<file path="config.mk">
export PLATFORM = sky130hd
export DESIGN_NAME = rst_pulse_shaper
export DESIGN_NICKNAME = d
export VERILOG_FILES = /design/src/rtl/rst_pulse_shaper_pkg.sv /design/src/rtl/rst_cfg_reg.sv /design/src/rtl/rst_tick_gen.sv /design/src/rtl/rst_pulse_gen.sv /design/src/rtl/rst_pin_drv.sv /design/src/rtl/rst_pulse_shaper.sv
export SDC_FILE = /design/constraint.sdc
export NUM_CORES = 1
export LEC_CHECK = 0
export BUFFER_PORTS_ARGS = -buffer_cell sky130_fd_sc_hd__clkbuf_2
export CORE_ASPECT_RATIO = 0.75
export CORE_MARGIN = 2
export CORE_UTILIZATION = 52
export CTS_CLUSTER_SIZE = 12
export DETAILED_ROUTE_END_ITERATION = 6
export GPL_ROUTABILITY_DRIVEN = 0
export PLACE_DENSITY = 0.76
export SYNTH_ARGS = -nofsm -noshare
export SYNTH_HDL_FRONTEND = slang
export SYNTH_HIERARCHICAL = 1
export SYNTH_SLANG_ARGS = --single-unit
</file>
<file path="constraint.sdc">
create_clock -name clk_i -period 2.55 [get_ports clk_i]
set_input_delay 0.3825 -clock clk_i [delete_from_list [all_inputs] [get_ports clk_i]]
set_output_delay 0.3825 -clock clk_i [all_outputs]
set_load 0.05 [all_outputs]
</file>
<file path="src/rtl/rst_pulse_shaper_pkg.sv">
package rst_pulse_shaper_pkg;
  localparam logic [7:0] KEY_POL_HIGH = 8'hA5;
  localparam logic [7:0] KEY_POL_LOW  = 8'h5A;
  localparam logic [7:0] KEY_PUSHPULL = 8'hA8;
  localparam logic [7:0] KEY_OPENDRN  = 8'h8A;
  localparam int unsigned POL_BIT = 31;
  localparam int unsigned DRV_BIT = 30;

  typedef struct packed {
    logic pol_high;
    logic push_pull;
  } drv_cfg_t;

  function automatic logic is_key(input logic [7:0] b);
    return (b == KEY_POL_HIGH) || (b == KEY_POL_LOW) ||
           (b == KEY_PUSHPULL) || (b == KEY_OPENDRN);
  endfunction
endpackage

</file>
<file path="src/rtl/rst_cfg_reg.sv">
module rst_cfg_reg
  import rst_pulse_shaper_pkg::*;
#(
  parameter int unsigned WIDTH_BITS = 20
) (
  input  logic                  clk_i,
  input  logic                  rst_ni,
  input  logic                  wr_en_i,
  input  logic [31:0]           wr_data_i,
  output logic [31:0]           rd_data_o,
  output drv_cfg_t              cfg_o,
  output logic [WIDTH_BITS-1:0] width_o
);
  localparam int unsigned GAP_BITS = 30 - WIDTH_BITS;

  drv_cfg_t              flags_q;
  logic [WIDTH_BITS-1:0] width_q;
  logic [7:0]            key;

  assign key = wr_data_i[31:24];

  always_ff @(posedge clk_i or negedge rst_ni) begin
    if (!rst_ni) begin
      flags_q <= '0;
      width_q <= WIDTH_BITS'(8'hFF);
    end else if (wr_en_i) begin
      width_q <= wr_data_i[WIDTH_BITS-1:0];
      case (key)
        KEY_POL_HIGH: flags_q.pol_high  <= 1'b1;
        KEY_POL_LOW:  flags_q.pol_high  <= 1'b0;
        KEY_PUSHPULL: flags_q.push_pull <= 1'b1;
        KEY_OPENDRN:  flags_q.push_pull <= 1'b0;
        default: ;
      endcase
    end
  end

  assign rd_data_o = {flags_q.pol_high, flags_q.push_pull, {GAP_BITS{1'b0}}, width_q};
  assign cfg_o     = flags_q;
  assign width_o   = width_q;


  flags_hold_chk: assert property (@(posedge clk_i) disable iff (!rst_ni)
    (wr_en_i && !is_key(wr_data_i[31:24])) |=> $stable(rd_data_o[31:30]));

  pol_set_chk: assert property (@(posedge clk_i) disable iff (!rst_ni)
    (wr_en_i && wr_data_i[31:24] == KEY_POL_HIGH) |=> rd_data_o[POL_BIT]);

  drv_clr_chk: assert property (@(posedge clk_i) disable iff (!rst_ni)
    (wr_en_i && wr_data_i[31:24] == KEY_OPENDRN) |=> !rd_data_o[DRV_BIT]);

  width_load_chk: assert property (@(posedge clk_i) disable iff (!rst_ni)
    wr_en_i |=> rd_data_o[WIDTH_BITS-1:0] == $past(wr_data_i[WIDTH_BITS-1:0]));
endmodule

</file>
<file path="src/rtl/rst_tick_gen.sv">
module rst_tick_gen #(
  parameter int unsigned TICK_DIV = 4
) (
  input  logic clk_i,
  input  logic rst_ni,
  input  logic clr_i,
  input  logic run_i,
  output logic tick_o
);
  localparam int unsigned PRE_W = (TICK_DIV > 1) ? $clog2(TICK_DIV) : 1;
  localparam logic [PRE_W-1:0] LAST = PRE_W'(TICK_DIV - 1);

  logic [PRE_W-1:0] pre_q;

  always_ff @(posedge clk_i or negedge rst_ni) begin
    if (!rst_ni)                 pre_q <= '0;
    else if (clr_i)              pre_q <= '0;
    else if (run_i) begin
      if (pre_q == LAST)         pre_q <= '0;
      else                       pre_q <= pre_q + 1'b1;
    end
  end

  assign tick_o = run_i && (pre_q == LAST);
endmodule

</file>
<file path="src/rtl/rst_pulse_gen.sv">
module rst_pulse_gen #(
  parameter int unsigned WIDTH_BITS = 20,
  parameter int unsigned TICK_DIV   = 4
) (
  input  logic                  clk_i,
  input  logic                  rst_ni,
  input  logic                  trig_i,
  input  logic [WIDTH_BITS-1:0] width_i,
  output logic                  active_o
);
  logic                  active_q;
  logic [WIDTH_BITS-1:0] cnt_q;
  logic                  tick;

  rst_tick_gen #(.TICK_DIV(TICK_DIV)) u_tick (
    .clk_i  (clk_i),
    .rst_ni (rst_ni),
    .clr_i  (trig_i),
    .run_i  (active_q),
    .tick_o (tick)
  );

  always_ff @(posedge clk_i or negedge rst_ni) begin
    if (!rst_ni) begin
      active_q <= 1'b0;
      cnt_q    <= '0;
    end else if (trig_i) begin
      active_q <= 1'b1;
      cnt_q    <= width_i;
    end else if (tick) begin
      if (cnt_q == '0) active_q <= 1'b0;
      else             cnt_q    <= cnt_q - 1'b1;
    end
  end

  assign active_o = active_q;


  start_chk: assert property (@(posedge clk_i) disable iff (!rst_ni)
    trig_i |=> active_o);

  end_chk: assert property (@(posedge clk_i) disable iff (!rst_ni)
    (active_q && !trig_i && tick && cnt_q == '0) |=> !active_o);

  reload_chk: assert property (@(posedge clk_i) disable iff (!rst_ni)
    trig_i |=> cnt_q == $past(width_i));
endmodule

</file>
<file path="src/rtl/rst_pin_drv.sv">
module rst_pin_drv
  import rst_pulse_shaper_pkg::*;
(
  input  logic     active_i,
  input  drv_cfg_t cfg_i,
  output logic     pin_o,
  output logic     oe_o
);
  assign pin_o = active_i ? cfg_i.pol_high : ~cfg_i.pol_high;
  assign oe_o  = cfg_i.push_pull | active_i;
endmodule

</file>
<file path="src/rtl/rst_pulse_shaper.sv">
module rst_pulse_shaper
  import rst_pulse_shaper_pkg::*;
#(
  parameter int unsigned WIDTH_BITS = 20,
  parameter int unsigned TICK_DIV   = 4
) (
  input  logic        clk_i,
  input  logic        rst_ni,
  input  logic        wr_en_i,
  input  logic [31:0] wr_data_i,
  output logic [31:0] rd_data_o,
  input  logic        trig_i,
  output logic        rst_pin_o,
  output logic        rst_oe_o
);
  drv_cfg_t              cfg;
  logic [WIDTH_BITS-1:0] width;
  logic                  active;

  rst_cfg_reg #(.WIDTH_BITS(WIDTH_BITS)) u_cfg (
    .clk_i     (clk_i),
    .rst_ni    (rst_ni),
    .wr_en_i   (wr_en_i),
    .wr_data_i (wr_data_i),
    .rd_data_o (rd_data_o),
    .cfg_o     (cfg),
    .width_o   (width)
  );

  rst_pulse_gen #(.WIDTH_BITS(WIDTH_BITS), .TICK_DIV(TICK_DIV)) u_pulse (
    .clk_i    (clk_i),
    .rst_ni   (rst_ni),
    .trig_i   (trig_i),
    .width_i  (width),
    .active_o (active)
  );

  rst_pin_drv u_drv (
    .active_i (active),
    .cfg_i    (cfg),
    .pin_o    (rst_pin_o),
    .oe_o     (rst_oe_o)
  );


  pushpull_oe_chk: assert property (@(posedge clk_i) disable iff (!rst_ni)
    cfg.push_pull |-> rst_oe_o);

  opendrain_oe_chk: assert property (@(posedge clk_i) disable iff (!rst_ni)
    !cfg.push_pull |-> (rst_oe_o == active));

  level_chk: assert property (@(posedge clk_i) disable iff (!rst_ni)
    rst_pin_o == (active ? rd_data_o[POL_BIT] : !rd_data_o[POL_BIT]));
endmodule

</file>
==> results_dict.tcl <==
set metrics [dict create \
    io_buffer_count 55 \
    dr.pass1.iters 4 \
    cts_tree "yes" \
    status "finished clean" \
    path_class "reg2reg" \
    viasPerCell 5.29 \
    cts.sinks 45 \
    holdBufCountCts 0 \
    core_mm2 0.00457 \
    fmax_mhz 456 \
    setup_viol 0 \
    n_fill_cell 394 \
    period_share 0.860 \
    clkLatencyLatePin_ns 0.29 \
    rsz0062_at_grt "false" \
    cap_violations 0 \
    crit_start "u_pulse/cnt_q[0]$_DFFE_PN0P_" \
    ant_nets 0 \
    antenna_found_initial 0 \
    finalHoldViolations 0 \
    async_flop_share 1.00 \
    start_util 0.554 \
    hp-class "in2async" \
    fin_setup_tns_ns 0 \
    io_pins 70 \
    cts_buffers 5 \
    fp.dieW_um 84.6 \
    wl_per_cell_um 13.3 \
    min_period_ns 2.19 \
    peakVddDrop_v 0.000393 \
    placementRows 21 \
    powerDensity_mw_per_mm2 668 \
    synth.distinct_cells 45 \
    clockRootBuffer "clkbuf_8" \
    route.detailed.drc 0 \
    insertedDiodeCount 0 \
    syn_area_mm2 0.00253 \
    wirelength_um 4390 \
    ctsResizeCount 0 \
    post-route-util 0.605 \
    start_kind "flip-flop" \
    nets 310 \
    tightest_slew_ns 0.739 \
    die_y_um 64.4 \
    post_cts.repair.setup_buffers 0 \
    endpoint_kind "flip-flop" \
    layout_commonest_cell "clkbuf_2" \
    avgSynthCellArea_um2 10.7 \
    overflow 0 \
    dieArea_mm2 0.00545 \
    synth-edff-count 0 \
    grt_max_degree 41 \
    grt_pass1_wl_um 7730 \
    final_cell_mix "clkbuf_2, dfrtp_1, mux2_2, nand2_1, xnor2_1" \
    htreeDepth 2 \
    multi_input_area_mm2 0.00113 \
    ys_warn_count 6 \
    cp_data_required_time_ns 2.70 \
    slew_headroom 0.507 \
    synthCells 237 \
    cp.arrival_ns 2.34 \
    drive_gt1_frac 0.404 \
    clock_tree.buffer_depth 2 \
    clkSlewWorstSetupHoldPaths_ns 0.08 \
    p_leak_nw 1.22 \
    synth-main-ff-cell "dfrtp_1" \
    synth-seq-area-share 0.449 \
    grt_pass1_vias 1696 \
    dr.first_iter.drc_count 45 \
    slew_viol_final 0 \
    ys_ff_latch 45 \
    finClkSkew_ns 0.00895 \
    hpwl_um 3160 \
    grt_util_all_layers 0.178 \
    num_vias 1742 \
    area_delta_synth_final_pct 9.19 \
    timing.rr.start "u_pulse/cnt_q[0]$_DFFE_PN0P_" \
    critPathMaxFanout 3 \
    layout.area.seq_mm2 0.00114 \
]
cell families after synthesis:
logic type,synth area share
AOI/OAI and AO/OA,0.0732
xor gates and xnor gates,0.0657
adders and majority gates,0.0148
buffers and inverters,0.117
DFF,0.449
muxes,0.106
other,0.00148
and+or+nand+nor,0.173
routing by layer:
metal / vias to the layer above / track usage / routed length (um)
met5: - / 0 / 0
met4: 0 / 0.0615 / 55
met3: 7 / 0.0433 / 289
met2: 67 / 0.271 / 1920
met1: 818 / 0.249 / 2120
li1: 850 / - / -
flip-flops by register name, summed over array words and instances (netlist names):
signal	cells
u_cfg/width_o	20
u_pulse/cnt_q	20
u_cfg/cfg_o	2
u_pulse/u_tick/pre_q	2
u_pulse/active_o	1
final timing paths:
path	endpoint	slack, ns	depth (start not counted)
max in group asynchronous	u_cfg/width_o[1]$_DFFE_PN1P_	1.71	2
min in group clk_i	u_cfg/width_o[19]$_DFFE_PN0P_	0.31	2
hold reg to reg	u_pulse/cnt_q[11]$_DFFE_PN0P_	0.52	2
hold / removal	u_cfg/width_o[16]$_DFFE_PN0P_	0.08	1
setup reg to reg	u_pulse/cnt_q[6]$_DFFE_PN0P_	0.36	7
setup / recovery	u_pulse/cnt_q[6]$_DFFE_PN0P_	0.36	7
power breakdown:
part	leakage [nW]	total (W)	internal [W]	switching (W)
combinational	0.637	0.000446	0.000152	0.000294
clock	0.0552	0.000515	0.000291	0.000225
sequential	0.528	0.000884	0.000803	0.0000810
total	1.22	0.00185	0.00125	0.000599
area by class of cell:
type	instances	share of cell area
clock buffer	6	0.0263
inverter	3	0.00407
clock inverter	2	0.0127
sequential	45	0.411
timing repair buffer	59	0.110
multi-input combinational	157	0.410
tap	57	0.0258
critical path, stage by stage (launching register included):
cell       delay (ns)
dfrtp_1          0.41
inv_1            0.12
ha_1             0.17
nor3b_1          0.33
nand2_1          0.14
a2111oi_0        0.58
xnor2_1          0.20
o21ai_0          0.09
cell usage after synthesis (all sizes together), types with 4 or more instances:
library cell / n / area [um2]
nor3: 9 / 45.0
nor2: 7 / 26.3
nor4: 9 / 92.6
o21ai: 16 / 80.1
nand3: 5 / 25.0
mux2: 23 / 259
or3: 4 / 25.0
clkbuf: 5 / 18.8
dfrtp: 37 / 926
nand2: 20 / 75.1
xnor2: 16 / 140
buf: 36 / 267
dfstp: 8 / 210
a21oi: 6 / 37.5
stage by stage:
stage	setup slack [ns]	area, um2	std cells	power (W)	hold slack [ns]
3_3_place_gp	0.488	2660	321	0.00133	0.416
3_5_place_dp	0.387	2660	321	0.00134	0.416
6_report	0.356	2760	329	0.00185	0.0787
4_1_cts	0.356	2760	329	0.00186	0.0907
2_1_floorplan	0.568	2560	246	0.00128	0.0869
5_1_grt	0.131	2760	329	0.00195	0.107
(Power assumes the default switching activity.)
